### src/rtl/xfer_pkg.sv
package xfer_pkg;

  typedef enum logic [1:0] {
    OP_IDLE = 2'b00,
    OP_CTX  = 2'b01,
    OP_ROW  = 2'b10,
    OP_COL  = 2'b11
  } op_e;

  typedef enum logic [1:0] {
    K_M2M = 2'b00,
    K_M2L = 2'b01,
    K_L2M = 2'b10,
    K_L2L = 2'b11
  } kind_e;

  typedef enum logic [2:0] {
    SEL_OP      = 3'd0,
    SEL_KIND    = 3'd1,
    SEL_ADDR    = 3'd2,
    SEL_SRC_ROW = 3'd3,
    SEL_SRC_COL = 3'd4,
    SEL_DST_ROW = 3'd5,
    SEL_DST_COL = 3'd6,
    SEL_NONE    = 3'd7
  } regsel_e;

  // memory is the source for the low two transfer types
  function automatic logic src_is_mem(kind_e k);
    return ~k[1];
  endfunction

  // memory is the destination for the even transfer types
  function automatic logic dst_is_mem(kind_e k);
    return ~k[0];
  endfunction

  // row-major flat index of element (r,c)
  function automatic int unsigned elem_idx(int unsigned r, int unsigned c, int unsigned n);
    return r * n + c;
  endfunction

endpackage

### src/rtl/xfer_cmd_regs.sv
module xfer_cmd_regs
  import xfer_pkg::*;
#(
  parameter int N  = 4,
  parameter int AW = 4,
  parameter int WD = 4
) (
  input  logic          clk,
  input  logic          rst_n,
  input  logic          reg_we,
  input  regsel_e       reg_sel,
  input  logic [WD-1:0] reg_wdata,
  output op_e           op_q,
  output kind_e         kind_q,
  output logic [AW-1:0] addr_q,
  output logic [N-1:0]  src_row_q,
  output logic [N-1:0]  src_col_q,
  output logic [N-1:0]  dst_row_q,
  output logic [N-1:0]  dst_col_q,
  output logic          row_acc,
  output logic          col_acc,
  output logic          ctx_pulse
);

  logic op_write;
  assign op_write = reg_we && (reg_sel == SEL_OP);

  always_ff @(posedge clk) begin
    if (!rst_n) begin
      op_q      <= OP_IDLE;
      kind_q    <= K_M2M;
      addr_q    <= '0;
      src_row_q <= '0;
      src_col_q <= '0;
      dst_row_q <= '0;
      dst_col_q <= '0;
    end else begin
      // one-shot: the command lives for exactly the cycle after its write
      op_q <= op_write ? op_e'(reg_wdata[1:0]) : OP_IDLE;
      if (reg_we) begin
        case (reg_sel)
          SEL_KIND:    kind_q    <= kind_e'(reg_wdata[1:0]);
          SEL_ADDR:    addr_q    <= reg_wdata[AW-1:0];
          SEL_SRC_ROW: src_row_q <= reg_wdata[N-1:0];
          SEL_SRC_COL: src_col_q <= reg_wdata[N-1:0];
          SEL_DST_ROW: dst_row_q <= reg_wdata[N-1:0];
          SEL_DST_COL: dst_col_q <= reg_wdata[N-1:0];
          default: ;
        endcase
      end
    end
  end

  assign row_acc   = (op_q == OP_ROW);
  assign col_acc   = (op_q == OP_COL);
  assign ctx_pulse = (op_q == OP_CTX);

  // a command not refreshed by a new write lapses to idle
  p_op_oneshot_r1: assert property (@(posedge clk) disable iff (!rst_n)
    (op_q != OP_IDLE && !op_write) |=> (op_q == OP_IDLE));

endmodule

### src/rtl/xfer_source.sv
module xfer_source #(
  parameter int N = 4
) (
  input  logic           row_acc,
  input  logic           col_acc,
  input  logic           from_mem,
  input  logic [N-1:0]   src_row,
  input  logic [N-1:0]   src_col,
  input  logic [N*N-1:0] mem_bits,
  input  logic [N*N-1:0] cell_bits,
  output logic [N-1:0]   bus,
  output logic           src_ok
);

  localparam int NN = N * N;

  logic [NN-1:0] pick;
  logic [N-1:0]  line_sel;

  assign pick     = from_mem ? mem_bits : cell_bits;
  assign line_sel = col_acc ? src_col : src_row;
  assign src_ok   = (row_acc || col_acc) && ($countones(line_sel) == 1);

  // bus position k gathers the bit of the selected line at position k
  always_comb begin
    bus = '0;
    for (int k = 0; k < N; k++) begin
      for (int j = 0; j < N; j++) begin
        if (row_acc)
          bus[k] = bus[k] | (line_sel[j] & pick[j*N + k]);
        else
          bus[k] = bus[k] | (line_sel[j] & pick[k*N + j]);
      end
    end
  end

endmodule

### src/rtl/xfer_cell.sv
module xfer_cell #(
  parameter int AW = 4
) (
  input  logic          clk,
  input  logic          rst_n,
  input  logic [AW-1:0] addr,
  input  logic          mem_we,
  input  logic          log_we,
  input  logic          bit_in,
  output logic          mem_bit,
  output logic          ff_q,
  output logic          logic_in
);

  localparam int DEPTH = 1 << AW;

  logic [DEPTH-1:0] store;

  always_ff @(posedge clk) begin
    if (!rst_n) begin
      store <= '0;
      ff_q  <= 1'b0;
    end else begin
      if (mem_we) store[addr] <= bit_in;
      if (log_we) ff_q <= bit_in;
    end
  end

  assign mem_bit  = store[addr];
  assign logic_in = log_we & bit_in;

  // a memory delivery lands at the address of its cycle
  p_mem_write_r5: assert property (@(posedge clk) disable iff (!rst_n)
    mem_we |=> (store[$past(addr)] == $past(bit_in)));

  // a logic delivery is held by the flip-flop afterwards
  p_ff_load_r5: assert property (@(posedge clk) disable iff (!rst_n)
    log_we |=> (ff_q == $past(bit_in)));

endmodule

### src/rtl/plane_xfer_ctrl.sv
module plane_xfer_ctrl
  import xfer_pkg::*;
#(
  parameter int N  = 4,
  parameter int AW = 4
) (
  input  logic                           clk,
  input  logic                           rst_n,
  input  logic                           reg_we,
  input  logic [2:0]                     reg_sel,
  input  logic [((N > AW) ? N : AW)-1:0] reg_wdata,
  input  logic [N*N-1:0]                 cell_out,
  output logic [N*N-1:0]                 logic_in,
  output logic [N*N-1:0]                 cell_ff,
  output logic                           ctx_switch,
  output logic                           src_err
);

  localparam int WD = (N > AW) ? N : AW;
  localparam int NN = N * N;

  op_e           op_q;
  kind_e         kind_q;
  logic [AW-1:0] addr_q;
  logic [N-1:0]  src_row_q, src_col_q, dst_row_q, dst_col_q;
  logic          row_acc, col_acc, ctx_pulse;
  logic [N-1:0]  bus;
  logic          src_ok;
  logic [NN-1:0] mem_bits;
  logic [NN-1:0] mem_we_v, log_we_v;

  xfer_cmd_regs #(.N(N), .AW(AW), .WD(WD)) u_regs (
    .clk(clk), .rst_n(rst_n), .reg_we(reg_we), .reg_sel(regsel_e'(reg_sel)),
    .reg_wdata(reg_wdata), .op_q(op_q), .kind_q(kind_q), .addr_q(addr_q),
    .src_row_q(src_row_q), .src_col_q(src_col_q), .dst_row_q(dst_row_q),
    .dst_col_q(dst_col_q), .row_acc(row_acc), .col_acc(col_acc),
    .ctx_pulse(ctx_pulse)
  );

  xfer_source #(.N(N)) u_src (
    .row_acc(row_acc), .col_acc(col_acc), .from_mem(src_is_mem(kind_q)),
    .src_row(src_row_q), .src_col(src_col_q), .mem_bits(mem_bits),
    .cell_bits(cell_out), .bus(bus), .src_ok(src_ok)
  );

  for (genvar r = 0; r < N; r++) begin : g_row
    for (genvar c = 0; c < N; c++) begin : g_col
      localparam int E = r * N + c;
      logic en, bitv;
      // select 5 = dest rows / column mask, select 6 = dest columns / row mask
      assign en = src_ok && (row_acc ? (dst_row_q[r] & ~dst_col_q[c])
                                     : (dst_col_q[c] & ~dst_row_q[r]));
      assign bitv        = row_acc ? bus[c] : bus[r];
      assign mem_we_v[E] = en &  dst_is_mem(kind_q);
      assign log_we_v[E] = en & ~dst_is_mem(kind_q);

      xfer_cell #(.AW(AW)) u_cell (
        .clk(clk), .rst_n(rst_n), .addr(addr_q), .mem_we(mem_we_v[E]),
        .log_we(log_we_v[E]), .bit_in(bitv), .mem_bit(mem_bits[E]),
        .ff_q(cell_ff[E]), .logic_in(logic_in[E])
      );
    end
  end

  always_ff @(posedge clk) begin
    if (!rst_n) src_err <= 1'b0;
    else if ((row_acc || col_acc) && !src_ok) src_err <= 1'b1;
  end

  assign ctx_switch = ctx_pulse;

  // the error flag never clears outside reset
  p_err_sticky_r9: assert property (@(posedge clk) disable iff (!rst_n)
    src_err |=> src_err);

  // a bad source select blocks every delivery
  p_bad_src_blocks_r9: assert property (@(posedge clk) disable iff (!rst_n)
    ((row_acc || col_acc) && !src_ok) |-> (mem_we_v == '0 && log_we_v == '0));

  // a context-switch cycle delivers nothing
  p_ctx_quiet_r2: assert property (@(posedge clk) disable iff (!rst_n)
    ctx_switch |-> (mem_we_v == '0 && logic_in == '0));

  // no logic input outside an access cycle
  p_idle_logic_in_r11: assert property (@(posedge clk) disable iff (!rst_n)
    !(row_acc || col_acc) |-> (logic_in == '0));

endmodule

### config.mk
export PLATFORM = sky130hd
export DESIGN_NAME = plane_xfer_ctrl
export DESIGN_NICKNAME = d
export VERILOG_FILES = /design/src/rtl/xfer_pkg.sv /design/src/rtl/xfer_cmd_regs.sv /design/src/rtl/xfer_source.sv /design/src/rtl/xfer_cell.sv /design/src/rtl/plane_xfer_ctrl.sv
export SDC_FILE = /design/constraint.sdc
export NUM_CORES = 1
export LEC_CHECK = 0
export ABC_AREA = 1
export BUFFER_PORTS_ARGS = -buffer_cell sky130_fd_sc_hd__buf_2
export CORE_MARGIN = 4
export CORE_UTILIZATION = 45
export DETAILED_ROUTE_END_ITERATION = 7
export MAX_ROUTING_LAYER = met4
export PLACE_DENSITY_LB_ADDON = 0.3
export SYNTH_ARGS = -nofsm -noshare
export SYNTH_HDL_FRONTEND = slang
export SYNTH_SLANG_ARGS = --single-unit
### constraint.sdc
create_clock -name clk -period 5.4 [get_ports clk]
set_input_delay 1.08 -clock clk [delete_from_list [all_inputs] [get_ports clk]]
set_output_delay 1.08 -clock clk [all_outputs]
set_load 0.02 [all_outputs]
==> impl_metrics.env <==
export IMPL_outcome="complete, no violations"
export IMPL_synthesis_area_sq_um=15900
export IMPL_synth_edf_count=0
export IMPL_vias_per_cell=5.29
export IMPL_critPathMaxFanout=7
export IMPL_clk_pin_slew_ns=0.06
export IMPL_cts_inserted_buffers=36
export IMPL_drt_iter0_drc=1305
export IMPL_syn_avg_cell_area_sq_um=6.26
export IMPL_antenna_found_initial=0
export IMPL_ant_nets=0
export IMPL_insertion_delay_ns=0.53
export IMPL_dp_cells=2943
export IMPL_p_leak_nw=8.48
export IMPL_grt_overflow_total=0
export IMPL_via_count=15900
export IMPL_total_power_mw=4.71
export IMPL_synthTopCellsByArea="dfxtp_1, nand2_1, inv_1, a21oi_1, o21ai_0"
export IMPL_hold_class="reg -> reg"
export IMPL_cp_arrival_ns=4.14
export IMPL_grt_util_all_layers=0.269
export IMPL_dr_pass1_iters=6
export IMPL_clock_sinks=297
export IMPL_std_cell_rows=68
export IMPL_drive_gt1_frac=0.0895
export IMPL_final_cell_area_sq_um=17500
export IMPL_dieArea_sq_um=38300
export IMPL_start_kind="register"
export IMPL_drv_cap=0
export IMPL_nNetsFinal=2556
export IMPL_synth_top_area_frac=0.375
export IMPL_p_per_area_nw_per_um2=270
export IMPL_dieHeight_um=196
export IMPL_async_reset_ff_frac=0
export IMPL_setup_viol=0
export IMPL_first_global_vias=14700
export IMPL_cp_slowest_cell="nor3_1"
export IMPL_yosysUniqueCellTypes=29
export IMPL_port_buffers=59
export IMPL_synth_seq_area_share=0.375
export IMPL_yosys_area_top_type="dfxtp_1"
export IMPL_synth_fp_nets=2564
export IMPL_period_needed_ns=5.22
export IMPL_die_x_um=196
export IMPL_vdd_ir_drop_max_uv=194
export IMPL_place_gp_congestion=0.932
export IMPL_synth_seq_cells=297
export IMPL_cts_root_buf="clkbuf_16"
export IMPL_reg2reg_depth=12
export IMPL_synth_flop_cell="dfxtp_1"
export IMPL_synthCells=2534
export IMPL_crit_chain="nand2_1 -> mux2_2 -> ha_1 -> ha_1 -> fa_1 -> inv_1 -> nand4_2 -> nor3_1 -> nand2_1 -> or2_2 -> inv_1 -> buf_2"
export IMPL_critPathKind="reg -> out"
export IMPL_placed_area_sq_um=16400
export IMPL_skew_ns=0.0246
export IMPL_final_cell_mix="nand2_1, inv_1, a21oi_1"
export IMPL_wl_per_cell_um=17.2
export IMPL_final_cells=3002
export IMPL_endpoint_kind="output pin"
export IMPL_drc=0
export IMPL_max_freq_mhz=191
export IMPL_cts_hold_buf=0
export IMPL_period_share=0.967
export IMPL_syn_to_final_growth_pct=10.1
export IMPL_yosys_warnings=0
export IMPL_core_area_sq_um=34700
export IMPL_initial_utilization=0.457
export IMPL_whs_path_depth=2
export IMPL_cpPeakStageDelay_ns=0.59
export IMPL_cts_htree_levels=2
export IMPL_grt_pass1_wl_um=81000
export IMPL_grt_max_degree=112
export IMPL_slew_viol_final=0
export IMPL_hold_violations=0
export IMPL_cp_data_required_time_ns=4.32
export IMPL_tightest_slew_ns=1.16
export IMPL_ioPinCount=60
export IMPL_hpwlAfterDp_um=33900
export IMPL_wirelength_um=51600
export IMPL_cts_max_path_buffers=3
export IMPL_cts_tree="done"
export IMPL_maxSlewHeadroom=0.225
export IMPL_antenna_cells=0
export IMPL_layout_commonest_cell="nand2_1"
==> worst paths after layout <==
kind | start | to | slack [ns]
worst min register to register | u_regs.src_col_q[2] | u_regs.src_col_q[2] | 0.45
worst max register to register | u_regs.op_q[1] | g_row[1].g_col[1].u_cell.store[10] | 1.25
worst max-delay path | u_regs.op_q[1] | logic_in[5] | 0.18
worst min-delay path | u_regs.src_col_q[2] | u_regs.src_col_q[2] | 0.45
==> sequential cells by signal, indices dropped and copies added (netlist names) <==
name,cells
g_row.g_col.u_cell.store,256
g_row.g_col.u_cell.ff_q,16
u_regs.addr_q,4
u_regs.dst_col_q,4
u_regs.dst_row_q,4
u_regs.src_col_q,4
u_regs.src_row_q,4
u_regs.kind_q,2
u_regs.op_q,2
src_err,1
==> layer usage <==
metal | vias up | GRT usage | wire [um]
met1 | 7208 | 0.354 | 22000
li1 | 7883 | - | -
met3 | 127 | 0.0319 | 3990
met2 | 649 | 0.435 | 23800
met4 | 0 | 0.0871 | 1800
met5 | - | - | 0
==> cell usage after synthesis, types with 3 or more instances <==
library cell  number
inv_1            464
or2_2             16
nor2_1           183
nand4_1            5
nor4_2             9
nor4_4             3
o21ai_2            8
buf_2             35
ha_1               3
nand2_1          629
nand2_2           15
buf_6              5
a22oi_1           32
o21ai_0          186
inv_2              3
dfxtp_1          297
buf_4             33
clkbuf_1          80
a21oi_1          340
nor3_1            18
nand3_1           33
o21bai_1           3
buf_1              8
o21ai_1          121
==> critical path, delay by kind of cell, from the launching register on <==
family,cells,cell delay (ns)
flops,1,0.43
simple gates,5,1.45
fa+ha+maj,3,1.01
mux,1,0.41
buf+inv,3,0.31
==> cell families after synthesis <==
kind of cell               after synthesis  share of synthesized area
and+or+nand+nor                        913                      0.235
buffers and inverters                  629                      0.162
adders and majority gates                4                    0.00363
AOI/OAI and AO/OA                      690                      0.225
DFF                                    297                      0.375
muxes                                    1                   0.000709
==> repair_timing <==
item / 4_1_cts / 5_1_grt
cloned: 0 / 0
endpoints found under the setup margin: 1 / 3
gates resized for setup: 2 / 2
buffers inserted: 0 / 0
==> stage by stage <==
stage / util / setup WS (ns) / TNS, ns / hold slack, ns
6_report: 0.504 / 0.178 / 0 / 0.452
5_1_grt: 0.504 / -0.0492 / -0.0492 / 0.480
4_1_cts: 0.503 / 0.128 / 0 / 0.449
3_5_place_dp: 0.471 / 0.345 / 0 / 0.442
3_3_place_gp: 0.471 / 0.318 / 0 / 0.437
2_1_floorplan: - / 0.923 / 0 / 0.425
==> area by class of cell <==
class | count | area, sq um
clock buffer | 54 | 1070
sequential | 297 | 5950
timing repair buffer | 115 | 716
clock inverter | 5 | 35.0
inverter | 468 | 1760
tap | 455 | 569
fill | 3500 | 17200
multi-input combinational | 1608 | 7380
==> power breakdown <==
group,internal [mW],leakage (nW),switching (mW)
clock network,1.36,0.541,0.946
registers,2.20,2.39,0.00662
logic,0.0376,5.55,0.162
Power figures use the tool's default switching activity.
